===== src/rtl/hwc_pkg.sv =====
package hwc_pkg;
  typedef struct packed {
    logic rise;
    logic fall;
  } hwc_edge_t;
endpackage


===== src/rtl/hwc_sync.sv =====
module hwc_sync #(
  parameter int STAGES = 2
) (
  input  logic clk,
  input  logic rst_n,
  input  logic d,
  output logic q
);
  logic [STAGES-1:0] chain_q, chain_d;

  always_comb chain_d = {chain_q[STAGES-2:0], d};

  always_ff @(posedge clk or negedge rst_n) begin
    if (!rst_n) chain_q <= '0;
    else        chain_q <= chain_d;
  end

  assign q = chain_q[STAGES-1];
endmodule


===== src/rtl/hwc_filter.sv =====
module hwc_filter #(
  parameter int SAMPLES = 2
) (
  input  logic clk,
  input  logic rst_n,
  input  logic d,
  output logic q
);
  localparam int HIST = SAMPLES - 1;

  logic [HIST-1:0] hist_q, hist_d;
  logic            lvl_q, lvl_d;
  logic            agree;

  generate
    if (HIST == 1) begin : g_one
      always_comb hist_d = d;
    end else begin : g_many
      always_comb hist_d = {hist_q[HIST-2:0], d};
    end
  endgenerate

  always_comb begin
    agree = d ? (&hist_q) : ~(|hist_q);
    lvl_d = agree ? d : lvl_q;
  end

  always_ff @(posedge clk or negedge rst_n) begin
    if (!rst_n) begin
      hist_q <= '0;
      lvl_q  <= 1'b0;
    end else begin
      hist_q <= hist_d;
      lvl_q  <= lvl_d;
    end
  end

  assign q = lvl_q;
endmodule


===== src/rtl/hwc_edge.sv =====
module hwc_edge
  import hwc_pkg::*;
(
  input  logic      clk,
  input  logic      rst_n,
  input  logic      lvl,
  output hwc_edge_t edges
);
  logic prev_q;

  always_ff @(posedge clk or negedge rst_n) begin
    if (!rst_n) prev_q <= 1'b0;
    else        prev_q <= lvl;
  end

  always_comb begin
    edges.rise = lvl & ~prev_q;
    edges.fall = ~lvl & prev_q;
  end
endmodule


===== src/rtl/hwc_core.sv =====
module hwc_core
  import hwc_pkg::*;
#(
  parameter int CNT_W = 16
) (
  input  logic             clk,
  input  logic             rst_n,
  input  logic             start_req,
  input  logic             stop_req,
  input  hwc_edge_t        edges,
  output logic             enabled,
  output logic [CNT_W-1:0] count,
  output logic [CNT_W-1:0] capture,
  output logic             irq,
  output logic             ovf
);
  localparam logic [CNT_W-1:0] CNT_MAX = '1;
  localparam logic [CNT_W-1:0] CNT_ONE = {{(CNT_W-1){1'b0}}, 1'b1};

  logic             en_q, en_d, run_q, run_d, irq_q, irq_d, ovf_q, ovf_d;
  logic [CNT_W-1:0] cnt_q, cnt_d, cap_q, cap_d;

  always_comb begin
    en_d  = en_q;
    run_d = run_q;
    cnt_d = cnt_q;
    cap_d = cap_q;
    ovf_d = ovf_q;
    irq_d = 1'b0;
    if (stop_req)       en_d = 1'b0;
    else if (start_req) en_d = 1'b1;
    if (stop_req) begin
      run_d = 1'b0;
    end else if (en_q && edges.rise) begin
      cnt_d = '0;
      run_d = 1'b1;
      ovf_d = 1'b0;
    end else if (run_q && edges.fall) begin
      cap_d = cnt_q;
      irq_d = 1'b1;
      run_d = 1'b0;
    end else if (run_q) begin
      cnt_d = cnt_q + CNT_ONE;
      if (cnt_q == CNT_MAX) ovf_d = 1'b1;
    end
  end

  always_ff @(posedge clk or negedge rst_n) begin
    if (!rst_n) begin
      en_q  <= 1'b0;
      run_q <= 1'b0;
      cnt_q <= '0;
      cap_q <= '0;
      irq_q <= 1'b0;
      ovf_q <= 1'b0;
    end else begin
      en_q  <= en_d;
      run_q <= run_d;
      cnt_q <= cnt_d;
      cap_q <= cap_d;
      irq_q <= irq_d;
      ovf_q <= ovf_d;
    end
  end

  assign enabled = en_q;
  assign count   = cnt_q;
  assign capture = cap_q;
  assign irq     = irq_q;
  assign ovf     = ovf_q;
endmodule


===== src/rtl/hiwidth_capture.sv =====
module hiwidth_capture
  import hwc_pkg::*;
#(
  parameter int CNT_W        = 16,
  parameter int SYNC_STAGES  = 2,
  parameter int FILT_SAMPLES = 2
) (
  input  logic             clk,
  input  logic             rst_n,
  input  logic             start_req,
  input  logic             stop_req,
  input  logic             filt_en,
  input  logic             tin,
  output logic             enabled,
  output logic [CNT_W-1:0] count,
  output logic [CNT_W-1:0] capture,
  output logic             irq,
  output logic             ovf
);
  logic      tin_s, tin_f, lvl;
  hwc_edge_t edges;

  hwc_sync #(.STAGES(SYNC_STAGES)) u_sync (
    .clk(clk), .rst_n(rst_n), .d(tin), .q(tin_s)
  );

  hwc_filter #(.SAMPLES(FILT_SAMPLES)) u_filt (
    .clk(clk), .rst_n(rst_n), .d(tin_s), .q(tin_f)
  );

  assign lvl = filt_en ? tin_f : tin_s;

  hwc_edge u_edge (
    .clk(clk), .rst_n(rst_n), .lvl(lvl), .edges(edges)
  );

  hwc_core #(.CNT_W(CNT_W)) u_core (
    .clk(clk), .rst_n(rst_n), .start_req(start_req), .stop_req(stop_req),
    .edges(edges), .enabled(enabled), .count(count), .capture(capture),
    .irq(irq), .ovf(ovf)
  );
endmodule


===== config.mk =====
export PLATFORM = sky130hd
export DESIGN_NAME = hiwidth_capture
export DESIGN_NICKNAME = d
export VERILOG_FILES = /design/src/rtl/hwc_pkg.sv /design/src/rtl/hwc_sync.sv /design/src/rtl/hwc_filter.sv /design/src/rtl/hwc_edge.sv /design/src/rtl/hwc_core.sv /design/src/rtl/hiwidth_capture.sv
export SDC_FILE = /design/constraint.sdc
export NUM_CORES = 1
export LEC_CHECK = 0
export ABC_AREA = 1
export ABC_CLOCK_PERIOD_IN_PS = 2500
export BUFFER_PORTS_ARGS = -buffer_cell sky130_fd_sc_hd__buf_2
export CORE_ASPECT_RATIO = 0.7
export CORE_UTILIZATION = 30
export CTS_BUF_LIST = sky130_fd_sc_hd__clkbuf_8
export DETAILED_ROUTE_END_ITERATION = 10
export MAX_ROUTING_LAYER = met4
export PLACE_DENSITY = 0.5
export SLEW_MARGIN = 20
export SYNTH_ARGS = -nofsm -noshare
export SYNTH_HDL_FRONTEND = slang
export SYNTH_SLANG_ARGS = --single-unit

===== constraint.sdc =====
create_clock -name clk -period 2.5 [get_ports clk]
set_clock_uncertainty 0.1 [all_clocks]
set_input_delay 0.125 -clock clk [delete_from_list [all_inputs] [get_ports clk]]
set_output_delay 0.125 -clock clk [all_outputs]
set_load 0.01 [all_outputs]

==> metrics.md <==
| Metric | Value |
|---|---|
| Crit Path Max Fanout | 33 |
| Number of detailed-route iterations in the first pass | 4 |
| Die Wd | approximately 97 um |
| Pleak | ~0.0011 uW |
| CTS HTree Levels | 2 |
| Final min period | approximately 1.6 ns |
| Pin count of the biggest net entering global routing | 42 |
| Final HPWL DP | roughly 2900 um |
| Cell Chain, Critical Path | dlygate4sd3_1 -> buf_2 -> inv_1 -> nand4_4 -> nand2_1 -> o21ai_0 |
| Rel. slew slack | between 30% and 40% |
| Status | finished, final reports clean |
| Reg clk slew, reported paths | around 0.08 ns |
| Final Instance Area | roughly 2300 sq um |
| Num ports | 41 |
| Grt ovf | 0 |
| Final setup fails | 0 |
| First DRT Iteration DRCs | 73 |
| Fillers | 623 |
| WL final | 4040 um |
| Multi-input gate area | slightly above 700 sq um |
| Internal Power | between 1000 and 1500 uW |
| Share of cells above drive strength 1 | about 25% |
| HP Class | in2reg |
| Die area | about 6600 sq um |
| Combinational power share | 22.9% |
| Worst Setup Path Type | in2reg |
| PostCTS Resize Cnt | 0 |
| Post-synthesis register bit count | 41 |
| Crit end category | register |
| Vias | about 1.5k |
| Synth warn | 0 |
| Flop pwr share | roughly half |
| Clock tree buffer depth | 2 |
| Data required, critical path | about 2.6 ns |
| Post-CTS Hold Fix Bufs | 4 |
| Final Net Count | 261 |
| Tcrit/Tclk final | a little under two thirds |
| Diode count | 0 |
| Cell Pwr Density | 753 nW/um^2 |
| Setup bufs post-CTS | 0 |
| Cell taking the most area after synthesis | dfrtp_1 |
| CTS root buf | clkbuf_8 |
| Psw | approximately 600 uW |
| Vias per cell | approximately 4.4 |
| Clock share of power | between 20% and 30% |
| Area after DPL | 2150 sq um |
| All-Layer GR Usage | approximately 14% |
| Peak supply drop | 0.257 mV |
| Gpl congestion | just under 0.8 |
| Slowest stage delay, CP | ~0.53 ns |
| Clock Sinks | 41 |
| Synth cell types | 24 |
| Drc violations | 0 |
| Syn Inst Count | roughly 210 |
| Yosys top cell area share | between 50% and 60% |
| Chip height | ~68 um |
| Dominant cells by area after synthesis | dfrtp_1 54%, nand2_1 8.8%, inv_1 5.6%, nand3_1 5.6%, o21ai_0 5.3% |
| Endpoints failing hold | 0 |
| Post-synthesis sequential area ratio | between 50% and 60% |
| Cell Area, Synth | roughly 1900 sq um |
| Initial core utilization | a little under a third |
| Syn nets | 214 |
| Startpoint type of the worst setup path | input port |
| Worst path arrival time | between 1.5 and 2 ns |
| Register Area | roughly 1000 sq um |
| RSZ-0062 raised after global routing | false |
| First-pass GRT wire length | between 7000 and 8000 um |
| Switching share of power | about a third |
| Vias in the first global route | between 1k and 1.5k |
| Syn avg cell area | between 9 and 10 sq um |
| Worst Max-Slew Pin Slew | about 0.91 ns |
| # rows | 23 |
| IO buf count | 40 |
| DRT antenna net count | 0 |
| Worst skew pair latency | slightly below 0.3 ns |
| Core Region | 5900 sq um |
| TritonCTS clock tree | done |
| Max_cap viols | 0 |
| Drt wl/cell | around 12 um |
| TritonCTS buffer count | 5 |
| Max Slew Vio Count | 0 |
| Fin Setup TNS | 0 ns |
| Crit-path slowest cell | dlygate4sd3_1 |
| Max Clk Rate | approximately 630 MHz |
| Area Overhead vs Synth | 20.9% |
| Initial antenna violation count | 0 |
[power by group through the flow]
stage / registers, uW / clock network, uW / logic (uW)
detailed placement: 903 / 0 / 394
finish: 888 / 436 / 392
CTS: 890 / 454 / 401
floorplan: 936 / 0 / 181
global placement: 906 / 0 / 387
global route: 908 / 479 / 447
[layer usage]
metal  GRT usage, %  wire length, um
met4           2.80               14
met2           20.2             1610
met5              -                0
met3           3.88              224
met1           19.7             2200
[cells by family (layout without fill, tap and decap cells)]
logic type	Yosys count	count (layout)	share of synthesized area, %
fa+ha+maj	2	2	1.20
flops	41	41	54.5
simple gates	92	92	25.4
compound gates	34	34	9.44
buf+inv	33	81	7.18
xor+xnor	5	5	2.33
[worst max-delay path, delay by kind of cell]
family | cells | cell delay [ns]
buf+inv | 3 | 0.85
compound gates | 1 | 0.09
simple gates | 2 | 0.58
[through the flow]
stage,hold WS (ns),cells,utilization (%),setup WS [ns],total power [uW]
after floorplan,-0.271,207,-,1.07,1120
after global placement,0.134,318,36.5,0.972,1290
after detailed placement,0.134,318,36.5,0.978,1300
after CTS,0.0493,330,38.6,0.896,1740
after global routing,0.101,330,38.6,0.705,1830
final,0.0629,330,38.6,0.912,1720
[cell type report]
class	count	area share (%)
clock buffer	5	3.02
tap	75	4.12
timing repair buffer	44	10.5
clock inverter	3	0.769
inverter	29	4.78
multi-input combinational	133	31.7
sequential	41	45.1
[worst paths after layout]
kind | startpoint | to | slack [ns] | depth (start not counted)
min in group asynchronous | rst_n | u_core.capture[4] | 0.40 | 2
max reg2reg | u_core.count[1] | u_core.ovf | 0.97 | 7
min | filt_en | u_edge.prev_q | 0.06 | 4
min reg2reg | u_sync.chain_q[0] | u_sync.chain_q[1] | 0.26 | 0
max | stop_req | u_core.capture[6] | 0.91 | 6
max in group asynchronous | rst_n | u_core.ovf | 1.33 | 2
[placed cells by master, fill, tap and decap left out, drive strengths merged, types with 2 or more instances in the layout]
cell	Yosys	final
xor2	4	4
nand4	4	4
dfrtp	41	41
nor2	12	12
o21ai	27	27
nand2	50	50
clkbuf	0	5
nand3	25	25
clkinv	0	2
dlygate4sd3	0	4
buf	4	40
inv	29	29
o22ai	6	6
[flip-flops by register name, summed over array words and instances, names as in the netlist]
signal / cells
u_core.run_q: 1
u_sync.chain_q: 2
u_core.count: 16
u_filt.q: 1
u_filt.hist_q: 1
u_core.capture: 16
u_core.ovf: 1
u_core.enabled: 1
u_core.irq: 1
u_edge.prev_q: 1
[synth_stat cells]
cell type,count
a21oi_1,1
buf_2,3
buf_6,1
dfrtp_1,41
ha_1,1
inv_1,28
inv_2,1
maj3_1,1
nand2_1,44
nand2_2,6
nand3_1,21
nand3_2,3
nand3_4,1
nand4_1,3
nand4_4,1
nor2_1,7
nor2_2,1
nor2_4,4
nor3_1,1
o21ai_0,20
o21ai_1,7
o22ai_1,6
xnor2_1,1
xor2_1,4
Note: power is estimated with default switching activity, not from simulation.
